$ cat src/rtl/uart_line_tx.sv
module uart_line_tx #(
  parameter int TICKS_PER_BIT = 16
) (
  input  logic       clk,
  input  logic       rst_n,
  input  logic       baud_tick,
  input  logic       lc_we,
  input  logic [7:0] lc_wdata,
  output logic [7:0] lc_q,
  output logic       div_sel,
  input  logic [7:0] tx_data,
  input  logic       tx_valid,
  output logic       tx_ready,
  output logic       txd
);
  localparam int CW = $clog2(2 * TICKS_PER_BIT) + 1;
  localparam logic [CW-1:0] LAST_BIT  = CW'(TICKS_PER_BIT - 1);
  localparam logic [CW-1:0] LAST_1P5  = CW'(TICKS_PER_BIT + TICKS_PER_BIT / 2 - 1);
  localparam logic [CW-1:0] LAST_2    = CW'(2 * TICKS_PER_BIT - 1);

  typedef enum logic [2:0] {S_IDLE, S_START, S_DATA, S_PAR, S_STOP} st_t;

  st_t           st;
  logic [7:0]    lcr, hold, shreg;
  logic          hold_full;
  logic [CW-1:0] tcnt, f_stop_last;
  logic [2:0]    bidx, f_nb_m1;
  logic          f_par_en, f_par;
  logic          line;

  wire brk = lcr[6];
  wire [7:0] dmask = 8'hFF >> (2'd3 - lcr[1:0]);
  wire dpar = ^(hold & dmask);
  wire par_bit = lcr[5] ? ~lcr[4] : (lcr[4] ? dpar : ~dpar);
  wire [CW-1:0] stop_last = !lcr[2] ? LAST_BIT : (lcr[1:0] == 2'b00 ? LAST_1P5 : LAST_2);
  wire [CW-1:0] last = (st == S_STOP) ? f_stop_last : LAST_BIT;
  wire bit_end = baud_tick && (tcnt == last);
  wire do_load = hold_full && !brk && (st == S_IDLE || (st == S_STOP && bit_end));

  assign lc_q     = lcr;
  assign div_sel  = lcr[7];
  assign tx_ready = !hold_full;

  always_ff @(posedge clk or negedge rst_n) begin
    if (!rst_n) begin
      lcr         <= '0;
      hold        <= '0;
      hold_full   <= 1'b0;
      shreg       <= '0;
      st          <= S_IDLE;
      tcnt        <= '0;
      bidx        <= '0;
      f_nb_m1     <= '0;
      f_par_en    <= 1'b0;
      f_par       <= 1'b0;
      f_stop_last <= '0;
    end else begin
      if (lc_we) lcr <= lc_wdata;
      if (do_load) begin
        shreg       <= hold;
        hold_full   <= 1'b0;
        st          <= S_START;
        tcnt        <= '0;
        bidx        <= '0;
        f_nb_m1     <= {1'b1, lcr[1:0]};
        f_par_en    <= lcr[3];
        f_par       <= par_bit;
        f_stop_last <= stop_last;
      end else if (st != S_IDLE && baud_tick) begin
        if (tcnt == last) begin
          tcnt <= '0;
          case (st)
            S_START: st <= S_DATA;
            S_DATA: begin
              shreg <= shreg >> 1;
              if (bidx == f_nb_m1) st <= f_par_en ? S_PAR : S_STOP;
              else bidx <= bidx + 3'd1;
            end
            S_PAR:   st <= S_STOP;
            default: st <= S_IDLE;
          endcase
        end else begin
          tcnt <= tcnt + 1'b1;
        end
      end
      if (tx_valid && !hold_full) begin
        hold      <= tx_data;
        hold_full <= 1'b1;
      end
    end
  end

  always_comb begin
    case (st)
      S_START: line = 1'b0;
      S_DATA:  line = shreg[0];
      S_PAR:   line = f_par;
      default: line = 1'b1;
    endcase
  end

  assign txd = line & ~brk;


  accept_fills_chk: assert property (@(posedge clk) disable iff (!rst_n)
    (tx_valid && tx_ready) |=> !tx_ready);

  no_start_empty_chk: assert property (@(posedge clk) disable iff (!rst_n)
    (st == S_IDLE && hold_full == 1'b0) |=> st != S_START);

  break_keeps_chk: assert property (@(posedge clk) disable iff (!rst_n)
    (brk && hold_full) |=> hold_full);

  break_idle_chk: assert property (@(posedge clk) disable iff (!rst_n)
    (brk && st == S_IDLE && !lc_we) |=> st == S_IDLE);

  par_only_en_chk: assert property (@(posedge clk) disable iff (!rst_n)
    (st == S_PAR) |-> f_par_en);

  tick_bound_chk: assert property (@(posedge clk) disable iff (!rst_n)
    (st != S_IDLE && st != S_STOP) |-> tcnt <= LAST_BIT);
endmodule

$ cat config.mk
export PLATFORM = sky130hd
export DESIGN_NAME = uart_line_tx
export DESIGN_NICKNAME = d
export VERILOG_FILES = /design/src/rtl/uart_line_tx.sv
export SDC_FILE = /design/constraint.sdc
export NUM_CORES = 1
export LEC_CHECK = 0
export BUFFER_PORTS_ARGS = -buffer_cell sky130_fd_sc_hd__buf_4
export CORE_AREA = 2 2 74 76
export DETAILED_ROUTE_END_ITERATION = 10
export DIE_AREA = 0 0 76 78
export PLACE_DENSITY = 0.66
export SLEW_MARGIN = 20
export SYNTH_ARGS = -nofsm -noshare
export SYNTH_HDL_FRONTEND = slang
export SYNTH_SLANG_ARGS = --single-unit
$ cat constraint.sdc
create_clock -name clk -period 1.9 [get_ports clk]
set_input_delay 0.095 -clock clk [delete_from_list [all_inputs] [get_ports clk]]
set_output_delay 0.095 -clock clk [all_outputs]
set_load 0.02 [all_outputs]
==> impl_results.md, run 1 <==
- Reg clk slew, reported paths: 0.09 ns
- Syn_nets: 224
- Final hold vios: 0
- Post-route clock period utilization: 106%
- Lkg Pwr: 1.30 nW
- Max incr delay on CP: 0.46 ns
- # rows: 26
- Total of warnings raised by yosys: 0
- Die X: 76 microns
- Synthesis-stage register bit count: 44
- Clk_skew: 0.00419 ns
- Predominant post-synthesis flop cell: dfrtp_1
- GR Util All Layers: 17.5%
- Post-route DRC: 0
- Num CTS Buffers: 5
- Vias in the first global route: 1767
- Compound-Gate Fraction of Synth Area: 19.3%
- Post-synth EDFFs: 0
- Detailed Routing Iterations Pass 1: 4
- Status: finished, violations left
- H-tree Lvls: 2
- First-pass GRT wire length: 8.24 mm
- Post-Synth XOR/XNOR Area: 4.51%
- Slew HR: 62.9%
- DRC marker count from the first detailed-route iteration: 86
- Avg WL per Cell: 15.6 microns
- Synthesis-to-finish area growth: 35.7%
- Antenna violation net count after detailed routing: 0
- Largest net degree at the start of global routing: 45
- PortBufs: 31
- Max-cap violation count: 0
- Design Power: 3.67 mW
- Largest area contributor in the netlist: dfrtp_1
- Layout Cells excl Fill: 336
- Tmin final: 2.01 ns
- Adder-Cell Fraction of Synth Area: 1.11%
- Sequential share of the synthesized area: 49.0%
- Post-Synth Simple-Gate Area: 12.5%
- Syn_area_per_cell: 11.2 sq um
- Die Y: 78 microns
- Post-synth cell types: 50
- Critical path, cell by cell: or3b_4, a31oi_4, o22ai_4, buf_6, a21oi_4, mux2_2
- CP Data Required Time: 2.10 ns
- Type of origin of the critical path: flop
- WHS: 0.00449 ns
- Critical path peak fanout: 5
- DP HPWL: 3.59 mm
- Sink Count: 44
- Critical path's slowest cell: or3b_4
- F_max: 0.498 GHz
- Slew @ Worst Pin: 0.556 ns
- Vias per cell: 5.38
- Worst IR Drop VDD: 0.713 mV
- Critical path arrival: 2.20 ns
- I/O pins: 32
- Finish-stage setup viols: 21
- Antenna violations before repair: 0
- Cells after synthesis: 201
- CTS tree: done
- Synth top area cells: dfrtp_1 49%, mux2_2 10%, xnor2_1 3.1%, o21ai_0 2.9%, a2bb2oi_1 2.7%
- Initial Util: 44.6%
- Detailed-route via count: 1806
- Placed cells: 319
- Power Density: 1200 nW/um^2
- Layout fillers: 431
- GR Overflow Total: 0
- Hold WC Path Type: input port to flop
- Max-slew violation count: 0
- Pre-CTS WS: -0.0954 ns
- Failing checks: setup timing
- DIE AREA: 5930 sq um
- Clk_lat worst skew: 0.31 ns
- Clk root buf: clkbuf_8
- CP Capture Type: flop
- Wirelength, routed: 5.25 mm
- RSZ-0062 raised after global routing: true
- Async SR Flop Fraction: 100%
- Largest family of logic cells by synthesized area: compound AO/OA/AOI/OAI gates
- Nets@finish: 288
- Layout cells sized above 1: 47.0%
- Area share of the largest cell type after synthesis: 49.0%
- Clk buf depth: 2
- Final GP Congestion: 0.828
- Core area: 5040 sq um
- Critical path class: flop to flop
- Synthesized area: 2250 sq um
- Number of diodes: 0
- Mux cell area share after synthesis: 10.0%
- Post-layout worst setup margin: -0.108 ns
[power by group]
group	total, mW	switching (mW)	internal, mW
logic	1.64	0.729	0.912
registers	1.42	0.222	1.20
clock network	0.612	0.352	0.261
[stage by stage]
step / cell area, sq um / setup TNS (ns) / utilization [%]
after floorplan: 2250 / -0.243 / -
after global placement: 2720 / -0.244 / 53.9
after detailed placement: 2720 / -0.636 / 53.9
after CTS: 2890 / -0.121 / 57.2
after global routing: 3050 / -2.87 / 60.5
final: 3050 / -1.21 / 60.5
[state kept, by name, indices dropped and copies added, names as in the netlist]
name / count
f_par: 1
f_par_en: 1
shreg: 8
tcnt: 6
bidx: 3
hold: 8
hold_full: 1
lc_q: 8
f_stop_last: 3
f_nb_m1: 2
st: 3
[final cells by class]
type                            instances  area (sq um)  share of cell area (%)
Clock buffer                            5          68.8                    2.26
Clock inverter                          3          23.8                   0.779
Inverter                                4          15.0                   0.492
Multi-Input combinational cell        142          1210                    39.8
Sequential cell                        44          1100                    36.1
Tap cell                               70          87.6                    2.87
Timing Repair Buffer                   68           542                    17.8
[Yosys cell counts (5+ instances only)]
master,count
a21oi_1,6
a2bb2oi_1,7
clkbuf_1,5
dfrtp_1,44
mux2_2,20
nand2_1,11
nand3_1,5
nor2_1,12
o21ai_0,13
o22a_1,6
or3_1,5
xnor2_1,8
[kinds of logic after synthesis]
group	after synthesis
XOR/XNOR	10
AO/OA/AOI/OAI	57
multiplexers	20
flip-flops	44
buffers and inverters	15
adder cells (fa/ha/maj)	2
AND/OR/NAND/NOR	53
[cell usage in the layout, fill, tap and decap left out, types with 2 or more instances in the layout]
master and instances:
buf_4 59, dfrtp_1 44, mux2_2 20, nor2_1 9, nand2_1 9, xnor2_1 8, o21ai_1 8, buf_6 7
o22a_1 6, nand3_1 5, o21ai_0 5, a2bb2oi_1 5, clkbuf_8 5, inv_1 4, nand2b_1 4, or3_1 4
a21oi_1 3, and3_4 3, nor2b_1 3, nor2_2 3, a22o_1 3, or3b_4 2, o22ai_4 2, nor3_2 2
a21o_4 2, a21oi_4 2, nand2_2 2, o31ai_1 2, a21oi_2 2, a2bb2oi_2 2, ha_1 2, clkinvlp_4 2
dlygate4sd3_1 2
[final timing paths]
kind / startpoint / to / slack [ns] / cells after the start
max reg2reg: st[1] / f_nb_m1[0] / -0.11 / 6
max: st[1] / f_nb_m1[0] / -0.11 / 6
min in group asynchronous: rst_n / lc_q[7] / 0.32 / 2
max in group asynchronous: rst_n / hold[2] / 1.21 / 2
min: tx_valid / hold_full / 0.004 / 3
min reg2reg: f_par / f_par / 0.51 / 2
[routing by layer]
metal | track usage [%] | wire length [microns]
met5 | 0 | 0
met4 | 6.18 | 95
met1 | 23.7 | 2490
met2 | 28.0 | 2490
met3 | 3.60 | 177
[critical path, delay by kind of cell (launching register included)]
| kind | cells | cell delay [ns] |
|---|---|---|
| AO/OA/AOI/OAI | 3 | 0.53 |
| buffers and inverters | 1 | 0.14 |
| flip-flops | 1 | 0.42 |
| multiplexers | 1 | 0.35 |
| AND/OR/NAND/NOR | 1 | 0.46 |
[repair_timing]
action	CTS	global route
resized for setup	11	33
hold buffers	1	1
hold endpoints to repair	44	1
setup buffers	2	7
pin swaps	3	10
setup endpoints to repair	20	24
No activity file was read; power rests on OpenSTA's default activity.
==> run 2, diff against run 1 <==
CELL_PAD_IN_SITES_DETAIL_PLACEMENT = 1   (was default)
CELL_PAD_IN_SITES_GLOBAL_PLACEMENT = 1   (was default)
CORE_AREA = 2 2 78 80   (was 2 2 74 76)
DIE_AREA = 0 0 80 82   (was 0 0 76 78)
PLACE_DENSITY = default   (was 0.66)
PLACE_DENSITY_LB_ADDON = 0.1   (was default)
==> run 2 against run 1 <==
Against the previous run:
- the run still ends with setup timing left
- via count grew 2.1%
- cell count grew 0.60%
- critical path type unchanged
- combinational power grew 11%
- highest routed layer unchanged
- critical endpoint is now bidx[1]
==> impl_results.md, run 2 (synthesized netlist as in run 1, its figures left out) <==
- Number of diodes: 0 (unchanged)
- GR Util All Layers: 20.4% (+2.9 points)
- CP Capture Type: flop
- Most common cell after layout, fill and taps aside: buf_4
- Worst hold path cell count: 2 (-1)
- Vias in the first global route: 2071 (+17%)
- Core area: 5750 sq um (+14%)
- Detailed Routing Iterations Pass 1: 4 (unchanged)
- Slew @ Worst Pin: 0.585 ns (+0.0287 ns)
- Clk_skew: 0.00907 ns (+0.00488 ns)
- Worst IR Drop VDD: 0.694 mV (-2.6%)
- Critical path arrival: 2.15 ns (-0.05 ns)
- Clk_lat worst skew: 0.30 ns (about the same)
- Detailed-route via count: 1844 (+2.1%)
- DP HPWL: 4.41 mm (+23%)
- Status: finished, violations left
- Finish-stage setup viols: 19 (-9.5%)
- Post-route DRC: 0 (unchanged)
- DIE AREA: 6560 sq um (+11%)
- R2R cell count: 6 (unchanged)
- Tmin final: 1.95 ns (-0.0556 ns)
- Critical path class: flop to flop
- Final GP Congestion: 0.855 (+3.3%)
- Reg clk slew, reported paths: 0.09 ns (about the same)
- CP Data Required Time: 2.10 ns (about the same)
- PortBufs: 31 (unchanged)
- Commonest cells after routing, fill and taps aside: 60 x buf_4, 40 x dfrtp_1, 20 x mux2_2, 9 x nand2_1, 8 x nor2_1
- Lkg Pwr: 1.33 nW (+2.1%)
- H-tree Lvls: 2 (unchanged)
- Critical path peak fanout: 10 (+5)
- Antenna violation net count after detailed routing: 0 (unchanged)
- Die Y: 82 microns (+5.1%)
- Clk root buf: clkbuf_8
- Avg WL per Cell: 18.2 microns (+16%)
- CTS tree: done
- First-pass GRT wire length: 9.89 mm (+20%)
- F_max: 0.512 GHz (+2.8%)
- Max-cap violation count: 0 (unchanged)
- Largest net degree at the start of global routing: 45 (unchanged)
- RSZ-0062 raised after global routing: true
- Vias per cell: 5.46 (+1.5%)
- Initial Util: 39.1% (-5.5 points)
- Post-layout worst setup margin: -0.0522 ns (+0.0556 ns)
- Power Density: 1300 nW/um^2 (+8.3%)
- Max-slew violation count: 0 (unchanged)
- Slew HR: 60.7% (-2.2 points)
- Failing checks: setup timing
- Hold WC Path Type: input port to flop
- Synthesis-to-finish area growth: 37.9%
- # rows: 28 (+7.7%)
- Final Util: 54.0% (-6.6 points)
- Die X: 80 microns (+5.3%)
- Final hold vios: 0 (unchanged)
- Post-route clock period utilization: 103% (-2.9 points)
- I/O pins: 32 (unchanged)
- Clk buf depth: 2 (unchanged)
- GR Overflow Total: 0 (unchanged)
- Type of origin of the critical path: flop
- Nets@finish: 285 (-1.0%)
- DRC marker count from the first detailed-route iteration: 99 (+15%)
- Antenna violations before repair: 0 (unchanged)
- Pre-CTS WS: -0.108 ns (-0.0125 ns)
- Wirelength, routed: 6.14 mm (+17%)
- Layout cells sized above 1: 51.3% (+4.3 points)
- Num CTS Buffers: 5 (unchanged)
- Sink Count: 44 (unchanged)
run 2: critical path, cell delays in order (launching register included):
cell     delay, ns
dfrtp_1       0.42
or3b_4        0.46
a31oi_4       0.19
o22ai_4       0.11
a21o_1        0.23
buf_4         0.20
a32o_1        0.25
run 2: metal layers:
layer	share of wire, %	GRT usage [%]
met1	41	22.8
met2	52	35.3
met3	3.7	4.84
met4	3.5	12.4
met5	0	0
run 2: where the power goes:
| part | internal (mW) | switching, mW |
|---|---|---|
| combinational | 0.964 | 0.853 |
| clock | 0.430 | 0.341 |
| sequential | 1.21 | 0.248 |
| total | 2.60 | 1.44 |
run 2: area by class of cell:
class                      count  area, sq um
fill                         629         2650
clock buffer                   6         82.6
multi-input combinational    142         1260
timing repair buffer          65          505
clock inverter                 2         38.8
inverter                       4         15.0
sequential                    44         1110
tap                           75         93.8
run 2: timing repair:
action | in CTS | in global routing
setup buffers | 1 | 3
gates resized for setup | 21 | 37
hold buffers | 1 | 0
endpoints found under the hold margin | 44 | 0
pin swaps | 1 | 8
setup endpoints to repair | 22 | 24
run 2: worst paths after layout:
check                           startpoint  endpoint  slack [ns]
worst max-delay path                 st[1]   bidx[1]       -0.05
worst min-delay path            tx_data[3]   hold[3]        0.02
worst max register to register       st[1]   bidx[1]       -0.05
worst min register to register    shreg[2]  shreg[2]        0.53
max in group asynchronous            rst_n   hold[0]        1.15
min in group asynchronous            rst_n   tcnt[5]        0.33
run 2: metrics by stage:
step / hold slack (ns) / area (sq um) / power, mW / TNS [ns] / cells
after floorplan: -0.201 / 2250 / 2.40 / -0.243 / 201
after global placement: 0.118 / 2730 / 2.92 / -0.319 / 325
after detailed placement: 0.136 / 2730 / 3.01 / -1.31 / 325
after CTS: 0.00948 / 2940 / 3.87 / -0.0270 / 335
after global routing: 0.000422 / 3100 / 4.27 / -2.03 / 338
final: 0.0203 / 3100 / 4.04 / -0.336 / 338
==> run 3, diff against run 2 <==
RECOVER_POWER = 25   (was default)
==> run 3 against run 2 <==
Against the previous run:
- the flow still finishes with violations (setup timing)
- wire length is the same
- utilization is essentially flat
- final area is essentially flat
- power is essentially flat
==> impl_results.md, run 3 (synthesized netlist as in run 1, its figures left out) <==
- Status: finished, violations left
- Failing checks: setup timing
- Reg clk slew, reported paths: 0.09 ns (about the same)
- CP Data Required Time: 2.10 ns (about the same)
- RSZ-0062 raised after global routing: true
- Vias in the first global route: 2071 (unchanged)
- Power Density: 1300 nW/um^2 (about the same)
- DR WL met2: 3.17 mm (about the same)
- # rows: 28 (unchanged)
- DR WL met3: 228 microns (unchanged)
- Worst IR Drop VDD: 0.694 mV (about the same)
- Largest net degree at the start of global routing: 45 (unchanged)
- Metal-1 WL: 2.54 mm (unchanged)
- Max-slew violation count: 0 (unchanged)
- Critical path peak fanout: 10 (unchanged)
- PortBufs: 31 (unchanged)
- Top Metal Used: met4
- Post-layout worst setup margin: -0.0522 ns (unchanged)
- Antenna violation net count after detailed routing: 0 (unchanged)
- Nets@finish: 285 (unchanged)
- Core area: 5750 sq um (unchanged)
- Finish-stage setup viols: 19 (unchanged)
- Final Util: 53.9% (about the same)
- CP Capture Type: flop
- Detailed-route via count: 1844 (unchanged)
- CTS tree: done
- Sink Count: 44 (unchanged)
- Critical path, cell by cell: or3b_4, a31oi_4, o22ai_4, a21o_1, buf_4, a32o_1
- GR Util All Layers: 20.4% (unchanged)
- Commonest cells after routing, fill and taps aside: 59 x buf_4, 40 x dfrtp_1, 20 x mux2_2, 9 x nand2_1, 8 x nor2_1
- Critical path arrival: 2.15 ns (about the same)
- Max incr delay on CP: 0.46 ns (about the same)
- H-tree Lvls: 2 (unchanged)
- Most common cell after layout, fill and taps aside: buf_4
- Design Power: 4.04 mW (about the same)
- Slew @ Worst Pin: 1.11 ns (+0.530 ns)
- GR Overflow Total: 0 (unchanged)
- Slew HR: 25.7% (-35 points)
- Hold WC Path Type: input port to flop
- First-pass GRT wire length: 9.89 mm (unchanged)
- Post-route DRC: 0 (unchanged)
- Clk root buf: clkbuf_8
- DRC marker count from the first detailed-route iteration: 99 (unchanged)
- Lkg Pwr: 1.33 nW (about the same)
- Initial Util: 39.1% (unchanged)
- Type of origin of the critical path: flop
- DIE AREA: 6560 sq um (unchanged)
- Final hold vios: 0 (unchanged)
- Clk buf depth: 2 (unchanged)
- Clk_skew: 0.00907 ns (unchanged)
- Detailed Routing Iterations Pass 1: 4 (unchanged)
- Num CTS Buffers: 5 (unchanged)
- Post-route clock period utilization: 103% (unchanged)
- Antenna violations before repair: 0 (unchanged)
- Synthesis-to-finish area growth: 37.8% (about the same)
- Avg WL per Cell: 18.2 microns (unchanged)
- F_max: 0.512 GHz (unchanged)
- WHS: 0.0203 ns (unchanged)
- Die X: 80 microns (unchanged)
- Final GP Congestion: 0.855 (unchanged)
- Layout cells sized above 1: 51.3% (unchanged)
- DP HPWL: 4.41 mm (unchanged)
- Tmin final: 1.95 ns (unchanged)
- Critical path's slowest cell: or3b_4
- Number of diodes: 0 (unchanged)
- Wirelength, routed: 6.14 mm (unchanged)
- Die Y: 82 microns (unchanged)
- Clk_lat worst skew: 0.30 ns (about the same)
- Max-cap violation count: 0 (unchanged)
- Critical path class: flop to flop
- Vias per cell: 5.46 (unchanged)
- I/O pins: 32 (unchanged)
[run 3: changes by cell type in the layout (fill, tap and decap cells not counted), sizes merged]
cell / change
clkbuf: +1
buf: -1
[run 3: metal layers]
| layer | global-route usage (%) | vias up |
|---|---|---|
| met3 | 4.84 | 17 |
| met1 | 22.8 | 927 |
| met5 | 0 | - |
| met4 | 12.4 | 0 |
| li1 | - | 855 |
| met2 | 35.3 | 45 |
[run 3: timing repair]
| action | CTS | global route |
|---|---|---|
| setup buffers | 1 | 3 |
| pin swaps | 1 | 8 |
| hold buffers | 1 | 0 |
| hold endpoints to repair | 44 | 0 |
| gates resized for setup | 21 | 37 |
| endpoints found under the setup margin | 22 | 24 |
[run 3: final timing paths]
check | start | to | slack (ns) | cells after the start
min | tx_data[3] | hold[3] | 0.02 | 2
min in group asynchronous | rst_n | tcnt[5] | 0.54 | 2
max in group asynchronous | rst_n | hold[0] | 0.61 | 2
min reg2reg | shreg[2] | shreg[2] | 0.53 | 1
max reg2reg | st[1] | bidx[1] | -0.05 | 6
max | st[1] | bidx[1] | -0.05 | 6
[run 3: where the power goes]
group | total [mW] | leakage (nW) | switching, mW | internal [mW]
registers | 1.45 | 0.516 | 0.248 | 1.21
logic | 1.82 | 0.753 | 0.853 | 0.964
clock network | 0.771 | 0.0614 | 0.341 | 0.430
total | 4.04 | 1.33 | 1.44 | 2.60
[run 3: area by class of cell]
cell class	instances	area, sq um
Timing Repair Buffer	65	503
Clock buffer	6	82.6
Multi-Input combinational cell	142	1260
Inverter	4	15.0
Fill cell	630	2650
Tap cell	75	93.8
Clock inverter	2	38.8
Sequential cell	44	1110
[run 3: worst max-delay path: cells and delay by family, from the launching register on]
family / cells / cell delay [ns]
AO/OA/AOI/OAI: 4 / 0.78
buffers and inverters: 1 / 0.20
flip-flops: 1 / 0.42
AND/OR/NAND/NOR: 1 / 0.46
[run 3: stage by stage]
stage,worst slack [ns],setup TNS (ns),std cells,area (sq um)
2_1_floorplan,-0.0644,-0.243,201,2250
3_3_place_gp,-0.0524,-0.319,325,2730
3_5_place_dp,-0.108,-1.31,325,2730
4_1_cts,-0.0180,-0.0270,335,2940
5_1_grt,-0.116,-2.03,338,3100
6_report,-0.0522,-0.336,338,3100
